### src/rtl/egr_mon_pkg.sv
// Package: shared rate codes, fault bit positions and per-rate limits
// for the segmented egress framing monitor.
package egr_mon_pkg;

    typedef enum logic [1:0] {
        RATE_LOW  = 2'd0,
        RATE_MID  = 2'd1,
        RATE_HIGH = 2'd2,
        RATE_RSVD = 2'd3
    } rate_e;

    localparam int ERR_W          = 6;
    localparam int ERR_DUP_SOP    = 0;
    localparam int ERR_ORPHAN_EOP = 1;
    localparam int ERR_NO_SOP     = 2;
    localparam int ERR_SOP_LIM    = 3;
    localparam int ERR_EOP_LIM    = 4;
    localparam int ERR_CFG        = 5;

    localparam int SOP_MAX_LOW  = 1;
    localparam int SOP_MAX_MID  = 1;
    localparam int SOP_MAX_HIGH = 2;
    localparam int EOP_MAX_LOW  = 1;
    localparam int EOP_MAX_MID  = 2;
    localparam int EOP_MAX_HIGH = 3;

endpackage

### src/rtl/seg_rate_decode.sv
// seg_rate_decode: turns the static rate code into a mask of active
// segments and the per-beat start/end limits.
// Assumes NSEG is divisible by 4 (low rate = NSEG/4, mid = NSEG/2).
module seg_rate_decode
    import egr_mon_pkg::*;
#(
    parameter int NSEG = 8,
    localparam int CW  = $clog2(NSEG + 1)
) (
    input  logic [1:0]      rate_sel,
    output logic [NSEG-1:0] active_mask,
    output logic [CW-1:0]   sop_max,
    output logic [CW-1:0]   eop_max
);

    logic [CW-1:0] n_active;

    // Pick the active segment count and the limits for the selected rate.
    always_comb begin
        case (rate_e'(rate_sel))
            RATE_MID: begin
                n_active = CW'(NSEG / 2);
                sop_max  = CW'(SOP_MAX_MID);
                eop_max  = CW'(EOP_MAX_MID);
            end
            RATE_HIGH: begin
                n_active = CW'(NSEG);
                sop_max  = CW'(SOP_MAX_HIGH);
                eop_max  = CW'(EOP_MAX_HIGH);
            end
            default: begin
                n_active = CW'(NSEG / 4);
                sop_max  = CW'(SOP_MAX_LOW);
                eop_max  = CW'(EOP_MAX_LOW);
            end
        endcase
    end

    // One mask bit per segment: active when below the active count.
    for (genvar gi = 0; gi < NSEG; gi++) begin : g_mask
        assign active_mask[gi] = (CW'(gi) < n_active);
    end

    // Segment 0 is active at every rate.
    always_comb begin
        assert_seg0_active_R2: assert (active_mask[0] == 1'b1);
    end

endmodule

### src/rtl/seg_limit_check.sv
// seg_limit_check: counts the starts and ends among the segments taking
// part in this beat and compares each count with its limit.
// Assumes qual already holds port_valid, enable and the active mask.
module seg_limit_check #(
    parameter int NSEG = 8,
    localparam int CW  = $clog2(NSEG + 1)
) (
    input  logic [NSEG-1:0] qual,
    input  logic [NSEG-1:0] seg_sop,
    input  logic [NSEG-1:0] seg_eop,
    input  logic [CW-1:0]   sop_max,
    input  logic [CW-1:0]   eop_max,
    output logic            sop_over,
    output logic            eop_over
);

    logic [CW-1:0] sop_cnt;
    logic [CW-1:0] eop_cnt;

    // Add up the qualified start and end flags.
    always_comb begin
        sop_cnt = '0;
        eop_cnt = '0;
        for (int i = 0; i < NSEG; i++) begin
            sop_cnt = sop_cnt + CW'(qual[i] & seg_sop[i]);
            eop_cnt = eop_cnt + CW'(qual[i] & seg_eop[i]);
        end
    end

    // Compare each count with its limit.
    assign sop_over = (sop_cnt > sop_max);
    assign eop_over = (eop_cnt > eop_max);

    // A beat with no qualified start or end can never break a limit.
    always_comb begin
        if ((qual & seg_sop) == '0)
            assert_no_sop_no_over_R10: assert (!sop_over);
        if ((qual & seg_eop) == '0)
            assert_no_eop_no_over_R11: assert (!eop_over);
    end

endmodule

### src/rtl/seg_frame_walk.sv
// seg_frame_walk: walks the qualified segments in ascending order from
// the incoming open-packet state. It returns the outgoing state, the
// number of correctly closed packets and the three framing faults.
// Purely combinational; the caller holds the state register.
module seg_frame_walk #(
    parameter int NSEG = 8,
    localparam int CW  = $clog2(NSEG + 1)
) (
    input  logic            in_pkt_i,
    input  logic [NSEG-1:0] qual,
    input  logic [NSEG-1:0] seg_sop,
    input  logic [NSEG-1:0] seg_eop,
    output logic            in_pkt_o,
    output logic [CW-1:0]   good_cnt,
    output logic            dup_sop,
    output logic            orphan_eop,
    output logic            no_sop
);

    // Sequential framing walk across the segments of one beat.
    always_comb begin
        logic st;
        st         = in_pkt_i;
        good_cnt   = '0;
        dup_sop    = 1'b0;
        orphan_eop = 1'b0;
        no_sop     = 1'b0;
        for (int i = 0; i < NSEG; i++) begin
            if (qual[i]) begin
                if (seg_sop[i]) begin
                    if (st) dup_sop = 1'b1;
                    st = 1'b1;
                    if (seg_eop[i]) begin
                        good_cnt = good_cnt + CW'(1);
                        st       = 1'b0;
                    end
                end else if (seg_eop[i]) begin
                    if (st) begin
                        good_cnt = good_cnt + CW'(1);
                        st       = 1'b0;
                    end else begin
                        orphan_eop = 1'b1;
                    end
                end else if (!st) begin
                    no_sop = 1'b1;
                end
            end
        end
        in_pkt_o = st;
    end

    // Closed packets never outnumber the qualified ends.
    always_comb begin
        assert_good_le_eops_R9: assert (good_cnt <= CW'($countones(qual & seg_eop)));
    end

endmodule

### src/rtl/egress_frame_monitor.sv
// egress_frame_monitor: passive framing checker for a segmented stream
// bus without backpressure. It holds the open-packet state, the good
// packet counter, the sticky fault flags and the fault pulse.
// Assumes rate_sel changes only while rst_n is low.
module egress_frame_monitor
    import egr_mon_pkg::*;
#(
    parameter int NSEG  = 8,
    parameter int CNT_W = 16
) (
    input  logic             clk,
    input  logic             rst_n,
    input  logic [1:0]       rate_sel,
    input  logic             port_valid,
    input  logic [NSEG-1:0]  seg_en,
    input  logic [NSEG-1:0]  seg_sop,
    input  logic [NSEG-1:0]  seg_eop,
    output logic [CNT_W-1:0] good_pkts,
    output logic [ERR_W-1:0] err_flags,
    output logic             err_pulse
);

    localparam int CW = $clog2(NSEG + 1);

    logic [NSEG-1:0]  active_mask;
    logic [CW-1:0]    sop_max;
    logic [CW-1:0]    eop_max;
    logic [NSEG-1:0]  qual;
    logic             in_pkt_q;
    logic             in_pkt_nx;
    logic [CW-1:0]    good_cnt;
    logic             dup_sop;
    logic             orphan_eop;
    logic             no_sop;
    logic             sop_over;
    logic             eop_over;
    logic             cfg_err;
    logic [ERR_W-1:0] err_now;

    seg_rate_decode #(.NSEG(NSEG)) u_rate (
        .rate_sel    (rate_sel),
        .active_mask (active_mask),
        .sop_max     (sop_max),
        .eop_max     (eop_max)
    );

    // Segments that take part in this beat.
    assign qual    = {NSEG{port_valid}} & seg_en & active_mask;
    // Enable raised on a segment the rate does not use.
    assign cfg_err = port_valid & |(seg_en & ~active_mask);

    seg_frame_walk #(.NSEG(NSEG)) u_walk (
        .in_pkt_i   (in_pkt_q),
        .qual       (qual),
        .seg_sop    (seg_sop),
        .seg_eop    (seg_eop),
        .in_pkt_o   (in_pkt_nx),
        .good_cnt   (good_cnt),
        .dup_sop    (dup_sop),
        .orphan_eop (orphan_eop),
        .no_sop     (no_sop)
    );

    seg_limit_check #(.NSEG(NSEG)) u_lim (
        .qual     (qual),
        .seg_sop  (seg_sop),
        .seg_eop  (seg_eop),
        .sop_max  (sop_max),
        .eop_max  (eop_max),
        .sop_over (sop_over),
        .eop_over (eop_over)
    );

    // Gather this beat's faults into flag bit order.
    always_comb begin
        err_now                 = '0;
        err_now[ERR_DUP_SOP]    = dup_sop;
        err_now[ERR_ORPHAN_EOP] = orphan_eop;
        err_now[ERR_NO_SOP]     = no_sop;
        err_now[ERR_SOP_LIM]    = sop_over;
        err_now[ERR_EOP_LIM]    = eop_over;
        err_now[ERR_CFG]        = cfg_err;
    end

    // State, counter, sticky flags and pulse registers.
    always_ff @(posedge clk) begin
        if (!rst_n) begin
            in_pkt_q  <= 1'b0;
            good_pkts <= '0;
            err_flags <= '0;
            err_pulse <= 1'b0;
        end else begin
            err_pulse <= |err_now;
            err_flags <= err_flags | err_now;
            if (port_valid) begin
                in_pkt_q  <= in_pkt_nx;
                good_pkts <= good_pkts + CNT_W'(good_cnt);
            end
        end
    end

    assert_idle_count_R1: assert property (@(posedge clk) disable iff (!rst_n)
        !port_valid |=> $stable(good_pkts));

    assert_idle_quiet_R1: assert property (@(posedge clk) disable iff (!rst_n)
        !port_valid |=> !err_pulse);

    assert_cfg_flag_R2: assert property (@(posedge clk) disable iff (!rst_n)
        (port_valid && ((seg_en & ~active_mask) != '0)) |=> (err_flags[ERR_CFG] && err_pulse));

    assert_sticky_hold_R12: assert property (@(posedge clk) disable iff (!rst_n)
        1'b1 |=> ((err_flags & $past(err_flags)) == $past(err_flags)));

    assert_pulse_has_flag_R12: assert property (@(posedge clk) disable iff (!rst_n)
        err_pulse |-> (err_flags != '0));

endmodule

### config.mk
export PLATFORM = sky130hd
export DESIGN_NAME = egress_frame_monitor
export DESIGN_NICKNAME = d
export VERILOG_FILES = /design/src/rtl/egr_mon_pkg.sv /design/src/rtl/seg_rate_decode.sv /design/src/rtl/seg_limit_check.sv /design/src/rtl/seg_frame_walk.sv /design/src/rtl/egress_frame_monitor.sv
export SDC_FILE = /design/constraint.sdc
export NUM_CORES = 1
export LEC_CHECK = 0
export ABC_CLOCK_PERIOD_IN_PS = 11180
export CORE_AREA = 5 5 92 94
export DETAILED_ROUTE_END_ITERATION = 12
export DIE_AREA = 0 0 97 99
export GPL_TIMING_DRIVEN = 0
export PLACE_DENSITY = 0.68
export SYNTH_ARGS = -nofsm -noshare
export SYNTH_HDL_FRONTEND = slang
export SYNTH_SLANG_ARGS = --single-unit
### constraint.sdc
create_clock -name clk -period 11.18 [get_ports clk]
set_clock_uncertainty 0.1 [all_clocks]
set_input_delay 1.677 -clock clk [delete_from_list [all_inputs] [get_ports clk]]
set_output_delay 1.677 -clock clk [all_outputs]
set_load 0.02 [all_outputs]
=== Word-level counts from Yosys, hierarchy flattened ===
Index checks and enable logic that the tools add are counted.

* Memories: 0
* Latch bits: 0
* Bits in registers: 24
* Memory bits (writable): 0
* Word-level logic and storage cells: 224
* Input port bits: 29
* ROM bits: 0

* Multiply operators: 0
* Bitwise operators: 22
* Magnitude comparators: 10
* $add $sub $neg: 22
* Equal/unequal tests: 2
* Multiplexer cells: 162
* Div/mod/pow operators: 0
* Shift operators: 0
* Reductions and logical operators: 2

{| class="wikitable"
|+ Operator list
! cell !! number
|-
| $mux W4 || 38
|-
| $mux W1 || 121
|-
| $add A4 B4 Y4 || 14
|-
| $add A4 B1 Y4 const B || 7
|-
| $and A8 B8 Y8 || 3
|-
| $and A1 B1 Y1 || 17
|-
| $add A16 B4 Y16 || 1
|-
| $lt A3 B4 Y1 const A || 4
|-
| $gt A4 B2 Y1 || 2
|-
| $lt A1 B4 Y1 const A || 2
|-
| $lt A2 B4 Y1 const A || 2
|-
| $not A8 Y8 || 1
|-
| $pmux W4 S2 || 1
|-
| $reduce_or A8 Y1 || 1
|-
| $or A6 B6 Y6 || 1
|-
| $reduce_or A6 Y1 || 1
|-
| $pmux W2 S2 || 1
|-
| $eq A2 B1 Y1 const B || 1
|-
| $eq A2 B2 Y1 const B || 1
|-
| $mux W2 || 1
|}

=== Logic depth before layout (Yosys ltp) ===
Gate-level depths: netlist (run 1).

* Depth in word-level cells: 41
* Mapped depth: 27
* Mapped depth without buffers: 26

=== Hierarchy ===
Synthesis (run 1) repeated with hierarchy kept, for this count alone.

* Cells, all modules: 421
* Area total of the unflattened synthesis: 3195.6 µm²

{| class="wikitable"
|+ Modules (own cells, without submodules)
! module !! cells an instance !! seq. area each (µm²) !! area each (µm²) !! times used
|-
| seg_frame_walk || 191 || 0.0 || 1222.4 || 1
|-
| egress_frame_monitor || 139 || 480.5 || 1206.2 || 1
|-
| seg_limit_check || 69 || 0.0 || 613.1 || 1
|-
| seg_rate_decode || 22 || 0.0 || 153.9 || 1
|}

=== Worst setup path before layout (run 1) ===
No wires, ideal clock.

* Path type: input -> register
* Start: input port_valid
* End: register good_pkts[11]
* Required time: 10965 ps
* Path slack: 4169 ps
* Cell stages on the path: 26
* Arrival time: 6796 ps
* Setup time: 115 ps
* Cell sequence: buf_6 > and3_1 > nor2_1 > nor2_1 > ha_1 > a221o_2 > ha_1 > mux2_2 > ha_1 > inv_1 > mux2i_1 > xnor2_1 > a211oi_2 > ha_1 > mux2_2 > ha_1 > mux2_2 > ha_1 > a21o_1 > a21oi_1 > nor2b_1 > o211a_1 > and2_1 > nand3_1 > xnor2_1 > and2_1

* Word-level cells in the longest chain between the ends: 39
* Elaborated cells between the ends (all ways): 65
* Those cells by class: 8 x add/sub; 55 x mux; 2 x bitwise

{| class="wikitable"
|+ RTL lines
! item !! RTL line !! source
|-
| from (decl) || egress_frame_monitor.sv:14 || <nowiki>input logic port_valid,</nowiki>
|-
| $and A8 B8 Y8 (2 in series) || egress_frame_monitor.sv:48 || <nowiki>assign qual = {NSEG{port_valid}} & seg_en & active_mask;</nowiki>
|-
| $mux W4 || seg_frame_walk.sv:29 || <nowiki>if (qual[i]) begin</nowiki>
|-
| $add A4 B1 Y4 || seg_frame_walk.sv:34, seg_frame_walk.sv:39 ||
|-
| $mux W4 || seg_frame_walk.sv:38 || <nowiki>if (st) begin</nowiki>
|-
| $mux W4 || seg_frame_walk.sv:37 || <nowiki>end else if (seg_eop[i]) begin</nowiki>
|-
| $mux W4 || seg_frame_walk.sv:30 || <nowiki>if (seg_sop[i]) begin</nowiki>
|-
| $mux W4 || seg_frame_walk.sv:29 ||
|-
| $add A4 B1 Y4 || seg_frame_walk.sv:34, seg_frame_walk.sv:39 ||
|-
| (+22 left out) || n/a ||
|-
| $mux W4 || seg_frame_walk.sv:30 ||
|-
| $mux W4 || seg_frame_walk.sv:29 ||
|-
| $add A4 B1 Y4 || seg_frame_walk.sv:34, seg_frame_walk.sv:39 ||
|-
| $mux W4 || seg_frame_walk.sv:38 ||
|-
| $mux W4 || seg_frame_walk.sv:37 ||
|-
| $mux W4 || seg_frame_walk.sv:30 ||
|-
| $mux W4 || seg_frame_walk.sv:29 ||
|-
| $add A16 B4 Y16 || egress_frame_monitor.sv:97 || <nowiki>good_pkts <= good_pkts + CNT_W'(good_cnt);</nowiki>
|-
| to (signal assigned) || egress_frame_monitor.sv:97 ||
|-
| to (decl) || egress_frame_monitor.sv:18 || <nowiki>output logic [CNT_W-1:0] good_pkts,</nowiki>
|}

Several ways; a longest one is shown, not always the timed one.
A chain may end at the register's enable or synchronous reset.

=== Worst setup path in the final report (run 1) ===
* Start: input port_valid
* End: register good_pkts[13]

Same word-level chain as after synthesis.

==> results_dict.tcl, run 1 <==
set metrics [dict create \
    cts_buffers 3 \
    drv_cap 0 \
    drv_slew 0 \
    cp_max_fo 10 \
    wire_per_inst_um 13.4 \
    die_y_um 99 \
    core_area_um2 7570 \
    crit_type "in -> reg" \
    fillers 725 \
    drive_gt1_frac 0.0873 \
    worst_slew_pin_slew_ns 0.643 \
    cp.arrival_ns 7.75 \
    dieArea_um2 9600 \
    grt.total_usage 0.135 \
    clk_pin_slew_ns 0.09 \
    outcome "complete, no violations" \
    setup_viol 0 \
    ioPinCount 52 \
    powerDensity_nw_per_um2 76.9 \
    ys.flop_type "dfxtp_1" \
    routed_wl_um 6420 \
    syn_avg_cell_area_um2 8.50 \
    cts_buffer_depth 2 \
    grt_pass1_wl_um 11100 \
    cts_tree "built" \
    synthesis.area_um2 2750 \
    place_congestion 0.941 \
    layout_common_cells "clkdlybuf4s50_1 (51), inv_1 (31), nand2_1 (26)" \
    portBuffers 51 \
    grt-ovfl-total 0 \
    num_vias 2432 \
    drt-vias-per-instance 5.07 \
    max_freq_ghz 0.130 \
    grt_pass1_vias 2416 \
    async_flop_share 0 \
    leakage_nw 1.51 \
    nets 440 \
    hold_viol_final 0 \
    dp.cells 476 \
    ant_nets 0 \
    synth-seq-cells 24 \
    die_w_um 97 \
    drc 0 \
    period_needed_ns 7.68 \
    dp_hpwl_um 5300 \
    fin_tns_setup_ns 0 \
    grt_setup_unrepaired "false" \
    cp-start-kind "input pin" \
    fin_crit_sh 0.687 \
    antenna_cells 0 \
    drt-initial-drc-count 124 \
    synthToLayoutAreaGrowth_pct 25.8 \
    ys_seq_area_frac 0.175 \
    cts_max_level 1 \
    critPathRequiredTime_ns 11.25 \
    clk_latency_ns 0.27 \
    clockRootBuffer "clkbuf_8" \
    slew_headroom 0.571 \
    fp-row-count 32 \
    synth_edf_count 0 \
    grt_start_max_net_pins 15 \
    antenna_found_initial 0 \
    critPathCaptureType "register" \
    cts_setup_buffers 0 \
    post_cts_resized 0 \
    final_cells 480 \
    final_common_cell "clkdlybuf4s50_1" \
    cts.sinks 24 \
    ys_types 68 \
    syn_nets 384 \
    ir_drop_uv 84.1 \
    dr.pass1.iters 4 \
    yosysWarnings 0 \
    synthCells 323 \
    min_path_type "reg -> reg" \
    cts_hold_buf 0 \
    initial_core_util 0.363 \
]
## worst paths after layout
kind	cells past startpoint	from	to	slack (ns)
worst max-delay path	27	port_valid	good_pkts[13]	3.50
worst min-delay path	1	err_flags[2]	err_flags[2]	0.37
worst max register to register	25	in_pkt_q	good_pkts[13]	5.11
worst min register to register	1	err_flags[2]	err_flags[2]	0.37
## report_power, final
| part | switching (mW) | total [mW] | internal [mW] |
|---|---|---|---|
| Clock | 0.0289 | 0.0768 | 0.0479 |
| Sequential | 0.00279 | 0.0930 | 0.0902 |
| Combinational | 0.0508 | 0.0960 | 0.0452 |
## registers in the layout (all words and copies together), names as in the netlist
register,flops
good_pkts,16
in_pkt_q,1
err_flags,6
err_pulse,1
## critical path: stages
cell	delay, ns
clkdlybuf4s50_1	0.48
buf_6	0.13
and3_1	0.25
nor2_1	0.08
nor2_1	0.17
ha_1	0.26
a221o_2	0.44
ha_1	0.33
xnor2_1	0.14
mux2i_1	0.24
ha_1	0.31
xnor2_1	0.21
nor3_2	0.08
a211oi_2	0.27
ha_1	0.27
mux2_2	0.29
ha_1	0.28
mux2_2	0.28
ha_1	0.27
a21o_1	0.17
a21oi_1	0.21
nor2b_1	0.08
o211a_1	0.25
and2_1	0.22
nand3_1	0.11
xnor2_1	0.06
and2_1	0.15
## through the flow
step                area (um2)  hold WS (ns)  setup WS [ns]  power [mW]  utilization
finish                    3460         0.374           3.50       0.266        0.457
global route              3460         0.401           3.11       0.284        0.457
CTS                       3460         0.382           3.49       0.269        0.457
detailed placement        3380         0.356           3.24       0.191        0.447
global placement          3380         0.357           3.29       0.189        0.447
floorplan                 2750         0.493           4.17       0.156            -
## routing by layer
metal / vias up / global-route usage / wire length (um)
met4: 0 / 0.0324 / 85
li1: 1249 / - / -
met3: 9 / 0.0226 / 272
met2: 48 / 0.228 / 2920
met1: 1126 / 0.180 / 3140
met5: - / 0 / 0
## synth_stat cells, types with 3 or more instances
cell type | count | share of area
mux2i_1 | 5 | 0.018
fa_1 | 9 | 0.066
and2_1 | 16 | 0.036
nand2_1 | 26 | 0.036
a211oi_1 | 5 | 0.014
o21a_1 | 8 | 0.022
nor3b_1 | 4 | 0.011
dfxtp_1 | 24 | 0.17
xnor2_1 | 22 | 0.070
a21oi_1 | 12 | 0.022
mux2_2 | 5 | 0.020
clkbuf_1 | 6 | 0.0082
ha_1 | 23 | 0.10
nand4_1 | 6 | 0.014
inv_1 | 31 | 0.042
o21ai_0 | 6 | 0.011
a21boi_0 | 3 | 0.0082
and4b_1 | 4 | 0.015
nand3_1 | 16 | 0.029
nor2b_1 | 9 | 0.020
and3_1 | 9 | 0.020
nor2_1 | 10 | 0.014
xor2_1 | 7 | 0.022
## kinds of logic (layout without fill, tap and decap cells)
group           count (synthesis)  count (layout)  synth area share
compound gates                 66              66             0.187
buf+inv                        42              97            0.0647
xor+xnor                       33              33             0.127
fa+ha+maj                      34              34             0.178
simple gates                  114             114             0.230
mux                            10              10            0.0387
flops                          24              24             0.175
## cell type report
| cell class | instances | area (um2) | area share |
|---|---|---|---|
| flip-flops and latches | 24 | 480 | 0.139 |
| multi-input cells | 257 | 2090 | 0.604 |
| repair buffers | 51 | 510 | 0.148 |
| inverters | 32 | 120 | 0.0348 |
| plain buffers | 10 | 57.6 | 0.0167 |
| clock inverters | 1 | 30.0 | 0.00869 |
| clock buffers | 3 | 41.3 | 0.0119 |
| well taps | 102 | 128 | 0.0369 |
(Power assumes the default switching activity.)
==> run 2, diff against run 1 <==
--- a/config.mk
+++ b/config.mk
@@ -5,12 +5,12 @@
 export SDC_FILE = /design/constraint.sdc
 export NUM_CORES = 1
 export LEC_CHECK = 0
-export ABC_CLOCK_PERIOD_IN_PS = 11180
+export ABC_CLOCK_PERIOD_IN_PS = 7000
 export CORE_AREA = 5 5 92 94
 export DETAILED_ROUTE_END_ITERATION = 12
 export DIE_AREA = 0 0 97 99
 export GPL_TIMING_DRIVEN = 0
-export PLACE_DENSITY = 0.68
+export PLACE_DENSITY = 0.7
 export SYNTH_ARGS = -nofsm -noshare
 export SYNTH_HDL_FRONTEND = slang
 export SYNTH_SLANG_ARGS = --single-unit
==> constraint.sdc (replaced) <==
create_clock -name clk -period 7 [get_ports clk]
set_clock_uncertainty 0.1 [all_clocks]
set_input_delay 1.05 -clock clk [delete_from_list [all_inputs] [get_ports clk]]
set_output_delay 1.05 -clock clk [all_outputs]
set_load 0.02 [all_outputs]
==> results_dict.tcl, run 2 (synthesis gave the netlist of run 1 again) <==
set metrics [dict create \
    outcome "complete, no violations" \
    holdWs_ns 0.372 \
    wire_per_inst_um 13.4 \
    cts.sinks 24 \
    initial_core_util 0.363 \
    min_path_type "reg -> reg" \
    setup_viol 0 \
    grt_start_max_net_pins 15 \
    fp-row-count 32 \
    antenna_cells 0 \
    cts_buffers 3 \
    slew_headroom 0.607 \
    met2_usage 0.237 \
    max_freq_ghz 0.149 \
    final_common_cell "clkdlybuf4s50_1" \
    dp.cells 476 \
    worst_slew_pin_slew_ns 0.589 \
    hold_viol_final 0 \
    layout_common_cells "clkdlybuf4s50_1 (51), inv_1 (30), nand2_1 (26)" \
    top_regs "good_pkts: 16 flops, err_flags: 6 flops" \
    cp-start-kind "input pin" \
    powerDensity_nw_per_um2 121 \
    drv_slew 0 \
    die_w_um 97 \
    ioPinCount 52 \
    cts_buffer_depth 2 \
    critPathCaptureType "register" \
    ir_drop_uv 145 \
    dr.pass1.iters 4 \
    core_area_um2 7570 \
    period_needed_ns 6.70 \
    cts_max_level 1 \
    largest_reg_flops 16 \
    dieArea_um2 9600 \
    final_cells 487 \
    portBuffers 51 \
    ant_nets 0 \
    fin_crit_sh 0.958 \
    clk_latency_ns 0.27 \
    leakage_nw 1.54 \
    gr-max-usage-layer "met2" \
    place_congestion 0.905 \
    grt.total_usage 0.134 \
    clockRootBuffer "clkbuf_8" \
    synthToLayoutAreaGrowth_pct 29.2 \
    critPathRequiredTime_ns 7.06 \
    met1_usage 0.170 \
    num_vias 2480 \
    drc 0 \
    antenna_found_initial 0 \
    grt_pass1_vias 2462 \
    dp_hpwl_um 5340 \
    clk_pin_slew_ns 0.08 \
    cts_tree "built" \
    drt-vias-per-instance 5.09 \
    drive_gt1_frac 0.125 \
    drv_cap 0 \
    drt-initial-drc-count 89 \
    cp_max_fo 7 \
    met3_usage 0.0269 \
    cts_hold_buf 0 \
    crit_type "in -> reg" \
    top_register "good_pkts" \
    cp.arrival_ns 6.76 \
    fillers 729 \
    grt-ovfl-total 0 \
    die_y_um 99 \
    routed_wl_um 6510 \
    nets 447 \
    grt_pass1_wl_um 11100 \
]
[run 2: power breakdown]
part	internal (mW)	switching (mW)	total (mW)
registers	0.144	0.00407	0.148
logic	0.0776	0.0834	0.161
clock network	0.0765	0.0450	0.121
total	0.298	0.133	0.431
[run 2: per-layer routing]
layer | vias to the layer above | part of all wire
li1 | 1267 | -
met2 | 52 | 0.48
met4 | 0 | 0.0081
met5 | - | 0
met1 | 1155 | 0.47
met3 | 6 | 0.044
[run 2: what timing repair did]
action | CTS | global route
gates resized for setup | 1 | 9
pin swaps | 0 | 4
setup endpoints to repair | 4 | 11
setup buffers | 1 | 6
[run 2: layout make-up]
class	instances	area, um2	area share
Sequential cell	24	480	0.135
Buffer	10	57.6	0.0162
Tap cell	102	128	0.0360
Timing Repair Buffer	58	563	0.159
Multi-Input combinational cell	257	2130	0.600
Clock inverter	1	30.0	0.00846
Clock buffer	3	41.3	0.0116
Inverter	32	120	0.0338
[run 2: stage by stage]
stage	TNS, ns	worst slack (ns)	cell area, um2	util	power [mW]
6_report	0	0.297	3550	0.469	0.431
5_1_grt	-0.0546	-0.0227	3550	0.469	0.462
4_1_cts	0	0.00881	3460	0.458	0.427
3_5_place_dp	-1.76	-0.285	3380	0.447	0.305
3_3_place_gp	-1.51	-0.265	3380	0.447	0.302
2_1_floorplan	0	0.616	2750	-	0.249
[run 2: final timing paths]
check               start             to  slack [ns]  cells after the start
max           rate_sel[0]  good_pkts[13]        0.30                     27
max reg2reg      in_pkt_q  good_pkts[13]        1.24                     26
min          err_flags[3]   err_flags[3]        0.37                      1
min reg2reg  err_flags[3]   err_flags[3]        0.37                      1
[run 2: critical path: stages]
cell and delay [ns]:
clkdlybuf4s50_1 0.48, inv_1 0.05, ha_1 0.37, and4b_1 0.22
clkbuf_1 0.17, and2_1 0.21, a31oi_1 0.27, a21boi_0 0.18
xnor2_1 0.15, mux2i_1 0.21, ha_1 0.32, xnor2_2 0.21
nor3_2 0.07, a211oi_2 0.26, ha_1 0.27, mux2_2 0.28
ha_1 0.28, mux2_2 0.28, ha_1 0.28, a21o_1 0.19
a21oi_2 0.17, nor2b_1 0.06, o211a_1 0.25, and2_4 0.19
nand3_1 0.09, xnor2_1 0.06, and2_1 0.15
